$ cat config.mk
export PLATFORM = sky130hd
export DESIGN_NAME = irq_latency_meter
export DESIGN_NICKNAME = d
export VERILOG_FILES = /design/src/rtl/ilc_pkg.sv /design/src/rtl/ilc_channel.sv /design/src/rtl/ilc_regs.sv /design/src/rtl/irq_latency_meter.sv
export SDC_FILE = /design/constraint.sdc
export NUM_CORES = 1
export LEC_CHECK = 0
export BUFFER_PORTS_ARGS = -buffer_cell sky130_fd_sc_hd__buf_4
export CORE_ASPECT_RATIO = 0.8
export CORE_UTILIZATION = 45
export CTS_CLUSTER_DIAMETER = 120
export DETAILED_ROUTE_END_ITERATION = 6
export GPL_ROUTABILITY_DRIVEN = 0
export HOLD_SLACK_MARGIN = 0.1
export SYNTH_ARGS = -nofsm -noshare
export SYNTH_HDL_FRONTEND = slang
export SYNTH_SLANG_ARGS = --single-unit
export TNS_END_PERCENT = 5
$ cat constraint.sdc
create_clock -name clk -period 2.3 [get_ports clk]
set_input_delay 0 -clock clk [delete_from_list [all_inputs] [get_ports clk]]
set_output_delay 0 -clock clk [all_outputs]
set_load 0.1 [all_outputs]
$ cat src/rtl/ilc_pkg.sv
package ilc_pkg;
  typedef enum logic [1:0] {
    CH_IDLE = 2'd0,
    CH_RUN  = 2'd1,
    CH_DONE = 2'd2
  } ch_state_t;

  localparam logic [7:0] OFS_CTRL  = 8'h80;
  localparam logic [7:0] OFS_FREQ  = 8'h84;
  localparam logic [7:0] OFS_STOP  = 8'h88;
  localparam logic [7:0] OFS_VALID = 8'h8C;
  localparam int         MAX_CH    = 32;
endpackage

$ cat src/rtl/ilc_channel.sv
module ilc_channel
  import ilc_pkg::*;
#(
  parameter int CNT_W = 32,
  parameter bit EDGE  = 1'b1
) (
  input  logic             clk,
  input  logic             rst_n,
  input  logic             en_i,
  input  logic             irq_i,
  input  logic             stop_i,
  output logic             valid_o,
  output logic [CNT_W-1:0] count_o
);
  localparam logic [CNT_W-1:0] CNT_MAX = {CNT_W{1'b1}};

  ch_state_t        st_q;
  logic [CNT_W-1:0] cnt_q;
  logic             trig;

  generate
    if (EDGE) begin : g_edge
      logic irq_q;
      always_ff @(posedge clk or negedge rst_n) begin
        if (!rst_n) irq_q <= 1'b0;
        else        irq_q <= irq_i;
      end
      assign trig = irq_i & ~irq_q;
    end else begin : g_level
      assign trig = irq_i;
    end
  endgenerate

  always_ff @(posedge clk or negedge rst_n) begin
    if (!rst_n) begin
      st_q  <= CH_IDLE;
      cnt_q <= '0;
    end else if (!en_i) begin
      st_q  <= CH_IDLE;
      cnt_q <= '0;
    end else begin
      unique case (st_q)
        CH_IDLE: begin
          if (trig && !stop_i) begin
            st_q  <= CH_RUN;
            cnt_q <= '0;
          end
        end
        CH_RUN: begin
          if (stop_i)              st_q  <= CH_DONE;
          else if (cnt_q != CNT_MAX) cnt_q <= cnt_q + 1'b1;
        end
        CH_DONE: begin
          if (!stop_i) begin
            st_q  <= CH_IDLE;
            cnt_q <= '0;
          end
        end
        default: begin
          st_q  <= CH_IDLE;
          cnt_q <= '0;
        end
      endcase
    end
  end

  assign valid_o = (st_q == CH_DONE);
  assign count_o = cnt_q;

  // a saturated running count never wraps
  p_sat_hold_r8: assert property (@(posedge clk) disable iff (!rst_n)
    (st_q == CH_RUN && cnt_q == CNT_MAX && en_i) |=> (count_o == CNT_MAX));

  // a captured result is held while stop stays set
  p_done_stable_r5: assert property (@(posedge clk) disable iff (!rst_n)
    (valid_o && stop_i && en_i) |=> (valid_o && $stable(count_o)));

  // clearing stop drops valid and count at the next edge
  p_rearm_r7: assert property (@(posedge clk) disable iff (!rst_n)
    (valid_o && !stop_i) |=> (!valid_o && count_o == '0));

  // disabled channel is idle and empty
  p_off_idle_r9: assert property (@(posedge clk) disable iff (!rst_n)
    (!en_i) |=> (!valid_o && count_o == '0));
endmodule

$ cat src/rtl/ilc_regs.sv
module ilc_regs
  import ilc_pkg::*;
#(
  parameter int N_CH   = 8,
  parameter int CNT_W  = 32,
  parameter int ADDR_W = 8,
  parameter int CLK_HZ = 100_000_000
) (
  input  logic                  clk,
  input  logic                  rst_n,
  input  logic [ADDR_W-1:0]     reg_addr,
  input  logic                  reg_we,
  input  logic [31:0]           reg_wdata,
  output logic [31:0]           reg_rdata,
  output logic                  en_o,
  output logic [N_CH-1:0]       stop_o,
  input  logic [N_CH-1:0]       valid_i,
  input  logic [N_CH*CNT_W-1:0] counts_i
);
  localparam int          CH_FIELD = N_CH % 32;
  localparam logic [31:0] FREQ_VAL = 32'(CLK_HZ);
  localparam logic [31:0] CH_MASK  = (N_CH >= 32) ? 32'hFFFF_FFFF
                                                  : ((32'd1 << N_CH) - 32'd1);

  logic            en_q;
  logic [N_CH-1:0] stop_q;
  logic [31:0]     cnt_rd;
  logic            cnt_hit;

  always_ff @(posedge clk or negedge rst_n) begin
    if (!rst_n) begin
      en_q   <= 1'b0;
      stop_q <= '0;
    end else if (reg_we) begin
      if (reg_addr == ADDR_W'(OFS_CTRL)) en_q   <= reg_wdata[0];
      if (reg_addr == ADDR_W'(OFS_STOP)) stop_q <= reg_wdata[N_CH-1:0];
    end
  end

  always_comb begin
    cnt_rd  = '0;
    cnt_hit = 1'b0;
    for (int i = 0; i < N_CH; i++) begin
      if (reg_addr == ADDR_W'(i * 4)) begin
        cnt_hit = 1'b1;
        cnt_rd  = 32'(counts_i[i*CNT_W +: CNT_W]);
      end
    end
  end

  always_comb begin
    reg_rdata = '0;
    if (cnt_hit) begin
      reg_rdata = cnt_rd;
    end else begin
      unique case (reg_addr)
        ADDR_W'(OFS_CTRL):  reg_rdata = {25'd0, 5'(CH_FIELD), 1'b0, en_q};
        ADDR_W'(OFS_FREQ):  reg_rdata = FREQ_VAL;
        ADDR_W'(OFS_STOP):  reg_rdata = 32'(stop_q);
        ADDR_W'(OFS_VALID): reg_rdata = 32'(valid_i);
        default:            reg_rdata = '0;
      endcase
    end
  end

  assign en_o   = en_q;
  assign stop_o = stop_q;

  // bits of absent channels never read back as 1
  p_absent_bits_r10: assert property (@(posedge clk) disable iff (!rst_n)
    (reg_addr == ADDR_W'(OFS_STOP) || reg_addr == ADDR_W'(OFS_VALID))
      |-> ((reg_rdata & ~CH_MASK) == 32'd0));

  // unaligned accesses read zero
  p_unaligned_zero_r11: assert property (@(posedge clk) disable iff (!rst_n)
    (reg_addr[1:0] != 2'b00) |-> (reg_rdata == 32'd0));

  // enable bit follows the last control write
  p_enable_write_r2: assert property (@(posedge clk) disable iff (!rst_n)
    (reg_we && reg_addr == ADDR_W'(OFS_CTRL)) |=> (en_o == $past(reg_wdata[0])));
endmodule

$ cat src/rtl/irq_latency_meter.sv
module irq_latency_meter
  import ilc_pkg::*;
#(
  parameter int            N_CH      = 8,
  parameter int            CNT_W     = 32,
  parameter int            ADDR_W    = 8,
  parameter int            CLK_HZ    = 100_000_000,
  parameter logic [31:0]   EDGE_MASK = 32'hFFFF_FFFF
) (
  input  logic              clk,
  input  logic              rst_n,
  input  logic [N_CH-1:0]   irq_i,
  input  logic [ADDR_W-1:0] reg_addr,
  input  logic              reg_we,
  input  logic [31:0]       reg_wdata,
  output logic [31:0]       reg_rdata
);
  logic                  en;
  logic [N_CH-1:0]       stop;
  logic [N_CH-1:0]       valid;
  logic [N_CH*CNT_W-1:0] counts;

  ilc_regs #(
    .N_CH(N_CH), .CNT_W(CNT_W), .ADDR_W(ADDR_W), .CLK_HZ(CLK_HZ)
  ) u_regs (
    .clk(clk), .rst_n(rst_n),
    .reg_addr(reg_addr), .reg_we(reg_we), .reg_wdata(reg_wdata),
    .reg_rdata(reg_rdata),
    .en_o(en), .stop_o(stop), .valid_i(valid), .counts_i(counts)
  );

  for (genvar g = 0; g < N_CH; g++) begin : g_ch
    ilc_channel #(.CNT_W(CNT_W), .EDGE(EDGE_MASK[g])) u_ch (
      .clk(clk), .rst_n(rst_n), .en_i(en), .irq_i(irq_i[g]),
      .stop_i(stop[g]), .valid_o(valid[g]),
      .count_o(counts[g*CNT_W +: CNT_W])
    );
  end

  // a valid bit can only be up if its stop bit was set at the prior edge
  p_valid_needs_stop_r5: assert property (@(posedge clk) disable iff (!rst_n)
    ((valid & ~$past(stop)) == '0));

  // enable low at an edge leaves no valid result behind
  p_no_valid_when_off_r9: assert property (@(posedge clk) disable iff (!rst_n)
    (!en) |=> (valid == '0));
endmodule

* Word-level counts from Yosys, hierarchy flattened *
Cells that the tools add are included.

operators by class
  $add $sub $neg = 8
  multipliers = 0
  div/mod/pow operators = 0
  magnitude comparators = 0
  equal/unequal tests = 75
  shift operators = 0
  multiplexer cells = 106
  bitwise operators = 16
  reductions and logical operators = 43

operators with widths
  kind                   count
  $mux 32                49
  $pmux 32 s3            8
  $add 32x1->32 const B  8
  $ne 32x32->1 const B   8
  $pmux 27 s4            1
  $ne 3x3->1 const B     24
  $mux 2                 32
  $ne 3x2->1 const B     16
  $pmux 2 s3             8
  $eq 8x5->1 const B     4
  $eq 8x8->1 const B     4
  $reduce_and 4->1       8
  $reduce_and 3->1       8
  $eq 2x1->1 const B     8
  $eq 2x2->1 const B     8
  $eq 8x4->1 const B     2
  $logic_not 2->1        8
  $and 1x1->1            8
  $eq 8x3->1 const B     1
  $logic_and 1x1->1      8
  $logic_not 1->1        8
  $logic_not 8->1        1
  $mux 1                 8
  $not 1->1              8
  $reduce_and 2->1       2

storage, ports and cells
  flip-flop bits (word level) = 289
  latch bits = 0
  memory bits (writable) = 0
  memory bits (read-only) = 0
  bits of input ports = 51
  output and inout port bits = 32
  logic and storage cells = 274
  memories kept = 0

* Depth between registers and ports, before layout *
  depth in word-level cells = 10
  gate-level depth with buffers = 9

* Hierarchy *
From an unflattened synthesis, not the netlist that was laid out.

second synthesis, totals
  cell total of the unflattened synthesis = 2303
  area total of the unflattened synthesis = 20458.4 um^2

by module, submodules not included
  module                           instances  cells an instance  area each (um^2)  seq. area each (um^2)
  ilc_channel at g_ch[0].u_ch ...  6          233                2154.6            875.8
  ilc_regs                         1          431                3303.2            225.2
  ilc_channel at g_ch[3].u_ch      1          237                2169.6            875.8
  ilc_channel at g_ch[7].u_ch      1          237                2058.2            875.8

* Worst setup path before layout *
Ideal clock, no wire load.

  path kind = input-to-output
  start point = input reg_addr[4]
  end point = output reg_rdata[10]
  arrival = 4157 ps
  slack = -1857 ps
  cell stages on the path = 7
  path buffers = 3
  path through = buf_2 > nor4b_1 > and2_1 > clkbuf_1 > clkbuf_1 > a211oi_1 > nor4_1

on the way
  word-level cells in the longest chain between the ends = 10
  elaborated cells between the ends (all ways) = 25
  those cells by class = 7 x eq/ne; 17 x mux; 1 x reduce/logical

ends and longest elaborated chain
  what                                                    line                     RTL
  from (decl)                                             irq_latency_meter.sv:13  input logic [ADDR_W-1:0] reg_addr,
  $logic_not 8->1                                         ilc_regs.sv:44           if (reg_addr == ADDR_W'(i * 4)) begin
  $mux 32 / $mux 1 (equally long branches) (8 in series)  ilc_regs.sv:44
  $mux 32 *                                               ilc_regs.sv:53           if (cnt_hit) begin
  to (decl)                                               irq_latency_meter.sv:16  output logic [31:0] reg_rdata

Every way passes the cells marked *; elsewhere a longest branch is shown, timed or not.

* Worst setup path after layout *
  start point = register g_ch[3].u_ch.cnt_q[2]
  end point = output reg_rdata[2]

on the way
  word-level cells in the longest chain between the ends = 6

ends and longest elaborated chain
  what                    line               RTL
  from (decl)             ilc_channel.sv:18  logic [CNT_W-1:0] cnt_q;
  from (signal assigned)  ilc_channel.sv:51  else if (cnt_q != CNT_MAX) cnt_q <= cnt_q + 1'b1;
  $mux 32 (5 in series)   ilc_regs.sv:44
  $mux 32                 ilc_regs.sv:53

No other way between the ends.

==> results_dict.tcl <==
set metrics [dict create \
    status "finished with violations" \
    violations "negative setup slack" \
    crit_start "g_ch[3].u_ch.count_o[2]" \
    drtAntennaViolNets 0 \
    rsz0062_at_grt "yes" \
    vdd_drop_max_v 0.000638 \
    end_kind "output port" \
    dr.pass1.iters 7 \
    die_area_um2 41000 \
    worst_r2r_endpoint "g_ch[4].u_ch.count_o[29]" \
    grt_max_degree 66 \
    syn-cell-area_um2 18100 \
    drt_iter0_drc 2316 \
    num_rows 65 \
    setup_violations 6 \
    crit_fanout 6 \
    yosysSeqAreaShare_pct 40.0 \
    die_h_um 181 \
    wl_um 67200 \
    dp_cells 2908 \
    grt_first_pass_wirelength_um 103000 \
    rr_worst_depth 9 \
    initial_core_util_pct 45.7 \
    yosysTopAreaCell "dfrtp_1" \
    power.density_nw_per_um2 503 \
    setup.worst_path.end "reg_rdata[2]" \
    nets 2499 \
    viasPerCell 6.19 \
    finalHoldWorstSlack_ns 0.131 \
    yosys_warnings 0 \
    antenna_found_initial 0 \
    diodes 0 \
    crit_top_cell "a22oi_1" \
    syn_area_per_cell_um2 8.45 \
    grt_overflow 0 \
    synthArstFlopShare_pct 100 \
    cts_inserted_buffers 34 \
    synth_edf_count 0 \
    drv_cap 0 \
    wl_per_cell_um 22.4 \
    critPathTopFamily "compound AO/OA/AOI/OAI gates" \
    areaGrowthSynthToFinish_pct 28.2 \
    min_period_ns 2.37 \
    ios 83 \
    r2r_start "u_regs.en_o" \
    grt_usage_pct 32.9 \
    n_fill_cell 3552 \
    syn-num-nets 2198 \
    clock-sinks 289 \
    setup.worst_path.start_class "flop" \
    grt_pass1_vias 17200 \
    hold_violations 0 \
    crit_arrival_ns 2.37 \
    clockRootBuffer "clkbuf_16" \
    cts_tree "built" \
    skew_ns 0.0152 \
    fin_cells 3001 \
    clk_path_buf_depth 3 \
    min_path_type "input port to flop" \
    drive_above_1_share_pct 22.6 \
    synthCells 2139 \
    hpwl_um 50800 \
    fin_ws_ns -0.0696 \
    cp_num_buf_inv 1 \
    critical_path_class "flop to output port" \
    path_cells "mux2_2, a22oi_1, a2bb2oi_1, a22oi_1, o221ai_2, nand2_2, buf_6" \
    period_share_pct 103 \
    slew_violations 0 \
    crit_cells 7 \
    synthDistinctLibCells 79 \
    leakagePower_nw 9.17 \
    synth_ff_type "dfrtp_1" \
    yosysTopAreaCellShare_pct 40.0 \
    slowest_stage "dfrtp_2" \
    synthTopCellsByArea "dfrtp_1, nor2_1, xor2_1" \
    worstMarginPinSlew_ns 1.29 \
    insertion_delay_ns 0.53 \
    drc 0 \
    die_x_um 226 \
    pre_cts_slack_ns -0.0259 \
    worst_ep_required_time_ns 2.30 \
    port_buffers 58 \
    num_vias 18600 \
    core_um2 39500 \
    ys_ff_latch 289 \
    fmax_mhz 422 \
    worst_path_largest_cell_delay_ns 0.44 \
    h-tree-depth 2 \
    relSlewSlack_pct 14.3 \
    clk_pin_slew_worst_paths_ns 0.06 \
    r2r_slack_ns 0.09 \
]
==> layer usage <==
metal | global-route usage [%] | part of all wire (%)
met4 | 10.9 | 3.5
met3 | 6.83 | 10
met5 | 0 | 0
met2 | 46.0 | 41
met1 | 49.9 | 45
==> cells in the mapped netlist, drive strengths merged, types with 21 or more instances <==
cell	n
dfrtp	289
o31ai	26
nor2	270
a31oi	23
and3	50
a22oi	29
nor4	55
nand3	130
a21oi	90
inv	41
o22ai	34
a211oi	31
o21ai	139
or3	27
nor3	81
xor2	82
nand4	86
and2	21
nand2b	21
nand2	161
buf	32
clkbuf	86
xnor2	77
==> cell type report <==
class | count | area, um^2 | area share, %
inverter | 41 | 154 | 0.664
sequential | 289 | 7250 | 31.3
timing repair buffer | 383 | 3160 | 13.6
tap | 536 | 671 | 2.89
multi-input combinational | 1691 | 10700 | 46.3
clock inverter | 11 | 158 | 0.680
clock buffer | 50 | 1040 | 4.51
==> sequential cells by signal, indices dropped and copies added (netlist names) <==
name                    cells
u_regs.stop_o               8
g_ch.u_ch.count_o         256
g_ch.u_ch.st_q             16
u_regs.en_o                 1
g_ch.u_ch.g_edge.irq_q      8
==> placed cells by master, fill, tap and decap left out, types with 28 or more instances in the layout <==
cell type / count
and3_1: 50
xor2_1: 82
clkbuf_16: 37
nor4_1: 29
dfrtp_1: 277
inv_1: 39
dlygate4sd3_1: 28
nand4_1: 85
xnor2_1: 77
o21ai_0: 124
nor2_1: 268
nand2_1: 157
a21oi_1: 76
buf_4: 323
a22oi_1: 28
o22ai_1: 34
nor3_1: 71
nand3_1: 129
==> repair_timing <==
item,4_1_cts,5_1_grt
setup endpoints to repair,28,113
gates resized for setup,54,52
hold buffers,29,0
endpoints found under the hold margin,311,0
pin swaps,2,6
setup buffers,0,3
==> stage by stage <==
step                      power [mW]  setup TNS [ns]  util (%)  instance area [um^2]
final                           11.7          -0.180      58.7                 23200
after global placement          5.82         -0.0677      53.8                 21300
after global routing            12.0           -1.06      58.7                 23200
after CTS                       11.7          -0.211      58.1                 23000
after detailed placement        5.82         -0.0572      53.8                 21300
after floorplan                 5.47           -4.67         -                 18300
==> report_power, final <==
part / total [mW] / switching [mW] / internal [mW] / leakage, nW
combinational: 0.676 / 0.445 / 0.231 / 4.58
clock: 5.87 / 2.27 / 3.60 / 0.594
sequential: 5.12 / 0.0184 / 5.10 / 4.00
total: 11.7 / 2.74 / 8.93 / 9.17
==> worst register-to-register path: cells and delay by family, from the launching register on <==
kind,cells,cell delay [ns]
AOI/OAI and AO/OA,2,0.56
xor gates and xnor gates,1,0.12
buffers and inverters,4,0.61
DFF,1,0.49
and+or+nand+nor,2,0.31
==> cells by family (layout without fill, tap and decap cells) <==
logic type,after synthesis,in the layout,synth area share [%]
AND/OR/NAND/NOR,1014,1014,29.2
XOR/XNOR,159,159,7.70
AO/OA/AOI/OAI,471,471,16.6
flip-flops,289,289,40.0
multiplexers,39,39,2.37
buffers and inverters,159,485,3.52
adder cells (fa/ha/maj),8,8,0.554
==> how the worst min path moves through the flow <==
stage | startpoint | to | slack (ns) | depth (start not counted)
detailed placement | rst_n | g_ch[3].u_ch.count_o[22] | 0.03 | 1
global placement | rst_n | g_ch[2].u_ch.count_o[14] | 0.03 | 1
finish | irq_i[7] | g_ch[7].u_ch.g_edge.irq_q | 0.13 | 2
floorplan | rst_n | g_ch[0].u_ch.count_o[0] | -0.30 | 0
global route | irq_i[0] | g_ch[0].u_ch.g_edge.irq_q | 0.12 | 2
CTS | irq_i[5] | g_ch[5].u_ch.g_edge.irq_q | 0.11 | 2
Note: power is estimated with default switching activity, not from simulation.
